### src/rtl/clk_fault_pkg.sv
package clk_fault_pkg;

  // per-source sticky flags
  typedef struct packed {
    logic xt;
    logic dco;
  } src_flags_t;

  function automatic logic any_src(input src_flags_t f);
    return f.xt | f.dco;
  endfunction

endpackage

### src/rtl/cfm_xt_watch.sv
module cfm_xt_watch #(
  parameter int CNT_W  = 16,
  parameter int GOOD_W = 8,
  parameter int SYNC_N = 2
) (
  input  logic              clk,
  input  logic              rst_n,
  input  logic              xt_in,
  input  logic [CNT_W-1:0]  timeout_cyc,
  input  logic [GOOD_W-1:0] good_need,
  output logic              tmo_evt,
  output logic              good_ok
);

  localparam logic [CNT_W-1:0]  CNT_ONE  = CNT_W'(1);
  localparam logic [GOOD_W-1:0] GOOD_TOP = '1;

  logic [SYNC_N-1:0] sync_q;
  logic              last_q;
  logic              rise;
  logic [CNT_W-1:0]  gap_q;
  logic [GOOD_W-1:0] good_q;

  // synchroniser chain for the asynchronous crystal, SYNC_N >= 2
  always_ff @(posedge clk or negedge rst_n) begin
    if (!rst_n) begin
      sync_q <= '0;
      last_q <= 1'b0;
    end else begin
      sync_q <= {sync_q[SYNC_N-2:0], xt_in};
      last_q <= sync_q[SYNC_N-1];
    end
  end

  assign rise = sync_q[SYNC_N-1] & ~last_q;

  // cycles since the last accepted crystal edge, held at the timeout
  always_ff @(posedge clk or negedge rst_n) begin
    if (!rst_n) begin
      gap_q <= '0;
    end else if (rise) begin
      gap_q <= '0;
    end else if (gap_q < timeout_cyc) begin
      gap_q <= gap_q + CNT_ONE;
    end
  end

  // one-shot: the cycle in which the gap would reach the timeout
  assign tmo_evt = ~rise & (gap_q == (timeout_cyc - CNT_ONE));

  // consecutive good edges since the last timeout
  always_ff @(posedge clk or negedge rst_n) begin
    if (!rst_n) begin
      good_q <= '0;
    end else if (tmo_evt) begin
      good_q <= '0;
    end else if (rise && (good_q != GOOD_TOP)) begin
      good_q <= good_q + GOOD_W'(1);
    end
  end

  assign good_ok = (good_q >= good_need);

endmodule

### src/rtl/cfm_dco_limit.sv
module cfm_dco_limit #(
  parameter int TAP_W = 5
) (
  input  logic             clk,
  input  logic             rst_n,
  input  logic [TAP_W-1:0] dco_tap,
  input  logic [TAP_W-1:0] tap_min,
  input  logic [TAP_W-1:0] tap_max,
  input  logic             clr_dco,
  output logic             dco_fault
);

  logic at_edge;
  logic flag_q;

  assign at_edge = (dco_tap <= tap_min) | (dco_tap >= tap_max);

  always_ff @(posedge clk or negedge rst_n) begin
    if (!rst_n) begin
      flag_q <= 1'b0;
    end else if (at_edge) begin
      flag_q <= 1'b1;
    end else if (clr_dco) begin
      flag_q <= 1'b0;
    end
  end

  assign dco_fault = flag_q;

endmodule

### src/rtl/cfm_fault_ctrl.sv
module cfm_fault_ctrl
  import clk_fault_pkg::*;
(
  input  logic clk,
  input  logic rst_n,
  input  logic tmo_evt,
  input  logic good_ok,
  input  logic clr_xt,
  input  logic clr_osc,
  input  logic dco_flag,
  input  logic irq_en,
  output logic xt_flag,
  output logic osc_flag,
  output logic use_ref,
  output logic irq
);

  src_flags_t src;
  logic       xt_q;
  logic       osc_q;
  logic       ref_q;

  assign src.xt  = xt_q;
  assign src.dco = dco_flag;

  // crystal flag: a timeout wins over a clear in the same cycle
  always_ff @(posedge clk or negedge rst_n) begin
    if (!rst_n) begin
      xt_q <= 1'b1;
    end else if (tmo_evt) begin
      xt_q <= 1'b1;
    end else if (clr_xt && good_ok) begin
      xt_q <= 1'b0;
    end
  end

  // combined flag: re-set every cycle while a source flag stands
  always_ff @(posedge clk or negedge rst_n) begin
    if (!rst_n) begin
      osc_q <= 1'b1;
    end else if (any_src(src)) begin
      osc_q <= 1'b1;
    end else if (clr_osc) begin
      osc_q <= 1'b0;
    end
  end

  // low-frequency path: enters fallback on crystal only, leaves on all clear
  always_ff @(posedge clk or negedge rst_n) begin
    if (!rst_n) begin
      ref_q <= 1'b1;
    end else if (src.xt) begin
      ref_q <= 1'b1;
    end else if (!src.dco && !osc_q) begin
      ref_q <= 1'b0;
    end
  end

  assign xt_flag  = xt_q;
  assign osc_flag = osc_q;
  assign use_ref  = ref_q;
  assign irq      = irq_en & osc_q;

endmodule

### src/rtl/clk_fault_mon.sv
module clk_fault_mon #(
  parameter int CNT_W  = 16,
  parameter int GOOD_W = 8,
  parameter int TAP_W  = 5,
  parameter int SYNC_N = 2
) (
  input  logic              clk,
  input  logic              rst_n,
  input  logic              xt_clk,
  input  logic              ref_clk,
  input  logic [TAP_W-1:0]  dco_tap,
  input  logic [TAP_W-1:0]  tap_min,
  input  logic [TAP_W-1:0]  tap_max,
  input  logic [CNT_W-1:0]  timeout_cyc,
  input  logic [GOOD_W-1:0] good_need,
  input  logic              clr_xt,
  input  logic              clr_dco,
  input  logic              clr_osc,
  input  logic              irq_en,
  output logic              xt_fault,
  output logic              dco_fault,
  output logic              osc_fault,
  output logic              fault_irq,
  output logic              lf_sel,
  output logic              lf_clk
);

  logic tmo_evt;
  logic good_ok;

  cfm_xt_watch #(
    .CNT_W (CNT_W),
    .GOOD_W(GOOD_W),
    .SYNC_N(SYNC_N)
  ) i_watch (
    .clk        (clk),
    .rst_n      (rst_n),
    .xt_in      (xt_clk),
    .timeout_cyc(timeout_cyc),
    .good_need  (good_need),
    .tmo_evt    (tmo_evt),
    .good_ok    (good_ok)
  );

  cfm_dco_limit #(
    .TAP_W(TAP_W)
  ) i_dco (
    .clk      (clk),
    .rst_n    (rst_n),
    .dco_tap  (dco_tap),
    .tap_min  (tap_min),
    .tap_max  (tap_max),
    .clr_dco  (clr_dco),
    .dco_fault(dco_fault)
  );

  cfm_fault_ctrl i_ctrl (
    .clk     (clk),
    .rst_n   (rst_n),
    .tmo_evt (tmo_evt),
    .good_ok (good_ok),
    .clr_xt  (clr_xt),
    .clr_osc (clr_osc),
    .dco_flag(dco_fault),
    .irq_en  (irq_en),
    .xt_flag (xt_fault),
    .osc_flag(osc_fault),
    .use_ref (lf_sel),
    .irq     (fault_irq)
  );

  // behavioural select only; a glitch-free cell replaces this in the clock tree
  assign lf_clk = lf_sel ? ref_clk : xt_clk;

endmodule

### config.mk
export PLATFORM = sky130hd
export DESIGN_NAME = clk_fault_mon
export DESIGN_NICKNAME = d
export VERILOG_FILES = /design/src/rtl/clk_fault_pkg.sv /design/src/rtl/cfm_xt_watch.sv /design/src/rtl/cfm_dco_limit.sv /design/src/rtl/cfm_fault_ctrl.sv /design/src/rtl/clk_fault_mon.sv
export SDC_FILE = /design/constraint.sdc
export NUM_CORES = 1
export LEC_CHECK = 0
export ABC_CLOCK_PERIOD_IN_PS = 3900
export BUFFER_PORTS_ARGS = -buffer_cell sky130_fd_sc_hd__buf_2
export CAP_MARGIN = 0
export CORE_ASPECT_RATIO = 0.5
export CORE_MARGIN = 5
export CORE_UTILIZATION = 45
export CTS_CLUSTER_DIAMETER = 200
export DETAILED_ROUTE_END_ITERATION = 10
export HOLD_SLACK_MARGIN = 0.1
export PLACE_DENSITY = 0.67
export SLEW_MARGIN = 20
export SYNTH_ARGS = -nofsm -noshare
export SYNTH_HDL_FRONTEND = slang
export SYNTH_HIERARCHICAL = 1
export SYNTH_SLANG_ARGS = --single-unit
export TNS_END_PERCENT = 20
### constraint.sdc
create_clock -name clk -period 3.9 [get_ports clk]
set_input_delay 1.17 -clock clk [delete_from_list [all_inputs] [get_ports clk]]
set_output_delay 1.17 -clock clk [all_outputs]
set_load 0.01 [all_outputs]
==> impl_metrics.tcl <==
set metrics [dict create \
    ys_warn_count 6 \
    wirelength_mm 6.91 \
    tightest_slew_ns 0.667 \
    synth_top_cell_by_area "dfrtp_1" \
    fmax_ghz 0.307 \
    grt_max_degree 32 \
    hold_viol 0 \
    route.detailed.drc 0 \
    initial_utilization_pct 46.5 \
    core_area_mm2 0.00611 \
    nNetsFinal 473 \
    critPathRequiredTime_ns 4.03 \
    post-route-min-period_ns 3.25 \
    synth_edf_count 0 \
    cpLargestDelayFamily "simple AND/OR/NAND/NOR gates" \
    ios 53 \
    die_area_mm2 0.00809 \
    critPathCaptureType "flop" \
    viasPerCell 5.40 \
    status "completed" \
    final_max_slew_viol_count 0 \
    cts_tree "yes" \
    cp_slowest_stage_delay_ns 0.58 \
    cpMaxStageDelayCell "or4_1" \
    tns_ns 0 \
    setup-violations-final 0 \
    fin_skew_ns 0.00302 \
    synth_ff_type "dfrtp_1" \
    synth_top_area_share_pct 24.7 \
    hp-class "reg -> reg" \
    ant_nets 0 \
    io_buffers 52 \
    rsz0062_at_grt "false" \
    dp_hpwl_mm 5.54 \
    powerDensity_mw_per_mm2 388 \
    synth_cells 334 \
    antenna_cells 0 \
    clk_pin_slew_worst_paths_ns 0.05 \
    first_pass_iters 4 \
    cp_cell_sequence "buf_2 > inv_1 > ha_1 > nor2b_1 > nand3_1 > xnor2_1 > or4_1 > nor4_4 > nor2_1" \
    clock_path_buffers 2 \
    maxCapViolations 0 \
    cts_root_buffer "clkbuf_16" \
    synth_cell_types 50 \
    numCtsBuffers 5 \
    syn_avg_cell_area_um2 8.50 \
    ys_ff_latch 31 \
    num_rows 20 \
    yosysSeqAreaShare_pct 27.5 \
    grt_pass1_wl_mm 11.8 \
    synth_area_leaders "dfrtp_1 (25%), ha_1 (16%), xor2_1 (5.9%)" \
    grt_pass1_vias 2634 \
    p_leak_nw 1.64 \
    grt_usage_pct 18.3 \
    clock_latency_ns 0.27 \
    async_reset_ff_share_pct 100 \
    critPathKind "in -> reg" \
    ctsHoldBuffers 0 \
    syn-num-nets 418 \
    layout_commonest_cell "buf_2" \
    cp.arrival_ns 3.39 \
    cts.sinks 31 \
    final_util_pct 55.2 \
    crit_buf_inv 2 \
    mostFrequentLayoutCells "buf_2 (52), ha_1 (37), inv_1 (36)" \
    fin_crit_sh_pct 83.4 \
    fp.dieW_um 122 \
    max-slew-margin-rel_pct 55.3 \
    place.gp.congestion 0.895 \
    avgRoutedWirePerCell_um 14.5 \
    vias 2583 \
    overflow 0 \
    drt_iter0_drc 110 \
    post_cts_buffers 0 \
    max-vdd-ir-drop_uv 157 \
    htree_levels 2 \
    post_cts_resized 0 \
    area_growth_pct 18.7 \
    critPathLaunchType "input pin" \
    crit_fanout 8 \
    antenna_found_initial 0 \
    drive_gt1_share_pct 19.7 \
    synth_area_mm2 0.00284 \
    die_y_um 66.2 \
]
flip-flops by register name, summed over array words and instances (netlist names):
signal and flops:
i_dco/dco_fault 1, i_ctrl/osc_flag 1, i_watch/sync_q 2, i_watch/last_q 1, i_watch/good_q 8, i_watch/gap_q 16
i_ctrl/use_ref 1, i_ctrl/xt_flag 1
worst register-to-register path, delay by kind of cell (launching register included):
kind / cells / cell delay, ns
flops: 1 / 0.44
simple gates: 2 / 0.80
compound gates: 4 / 0.86
fa+ha+maj: 1 / 0.34
worst paths after layout:
kind	from	end	slack, ns	depth (start not counted)
max reg2reg	i_watch/gap_q[11]	i_watch/gap_q[11]	1.40	7
max in group asynchronous	rst_n	i_watch/gap_q[12]	2.54	1
min in group asynchronous	rst_n	i_watch/good_q[5]	0.93	1
max	timeout_cyc[1]	i_watch/good_q[0]	0.65	9
min reg2reg	i_watch/sync_q[0]	i_watch/sync_q[1]	0.35	0
min	i_watch/sync_q[0]	i_watch/sync_q[1]	0.35	0
layer usage:
layer | vias to the layer above | routed length [um] | global-route usage [%]
li1 | 1309 | - | -
met1 | 1211 | 3200 | 23.4
met2 | 56 | 3300 | 31.9
met3 | 7 | 327 | 3.16
met4 | 0 | 80 | 5.44
met5 | - | 0 | 0
cell type report:
cell class,count,area (um2)
timing repair buffer,55,283
clock buffer,6,139
inverter,36,135
fill,560,2740
clock inverter,2,35.0
tap,88,110
multi-input combinational,260,1890
sequential,31,779
through the flow:
step / instance area [um2] / instances / hold WS (ns) / worst slack, ns / total power [W]
6_report: 3370 / 478 / 0.350 / 0.646 / 0.00131
5_1_grt: 3370 / 478 / 0.357 / 0.468 / 0.00142
4_1_cts: 3370 / 478 / 0.351 / 0.649 / 0.00133
3_5_place_dp: 3200 / 470 / 0.340 / 0.363 / 0.000867
3_3_place_gp: 3200 / 470 / 0.336 / 0.392 / 0.000837
2_1_floorplan: 2840 / 334 / 0.331 / 0.721 / 0.000738
synth_stat cells, types with 3 or more instances:
cell type,n
a21o_1,3
a21oi_1,22
and3_1,6
clkbuf_1,5
dfrtp_1,28
dfstp_2,3
ha_1,37
inv_1,36
mux2i_1,3
nand2_1,22
nand2b_1,8
nand3_1,11
nand4_1,11
nor2_1,21
nor2b_1,3
nor3_1,6
nor4_1,4
o211ai_1,4
o21ai_0,20
o21ai_1,3
or3_1,10
or4_1,4
xnor2_1,11
xor2_1,19
power by group:
part,internal [W],switching [W]
clock network,0.000317,0.000133
logic,0.000184,0.000194
registers,0.000383,0.0000967
total,0.000885,0.000424
cells by family (layout without fill, tap and decap cells):
family,count (synthesis),after routing,share of synthesized area [%]
simple gates,116,116,23.1
buf+inv,43,99,6.00
compound gates,72,72,15.9
xor+xnor,30,30,9.26
fa+ha+maj,37,37,16.3
flops,31,31,27.5
mux,5,5,1.98
No activity file was read; power rests on OpenSTA's default activity.
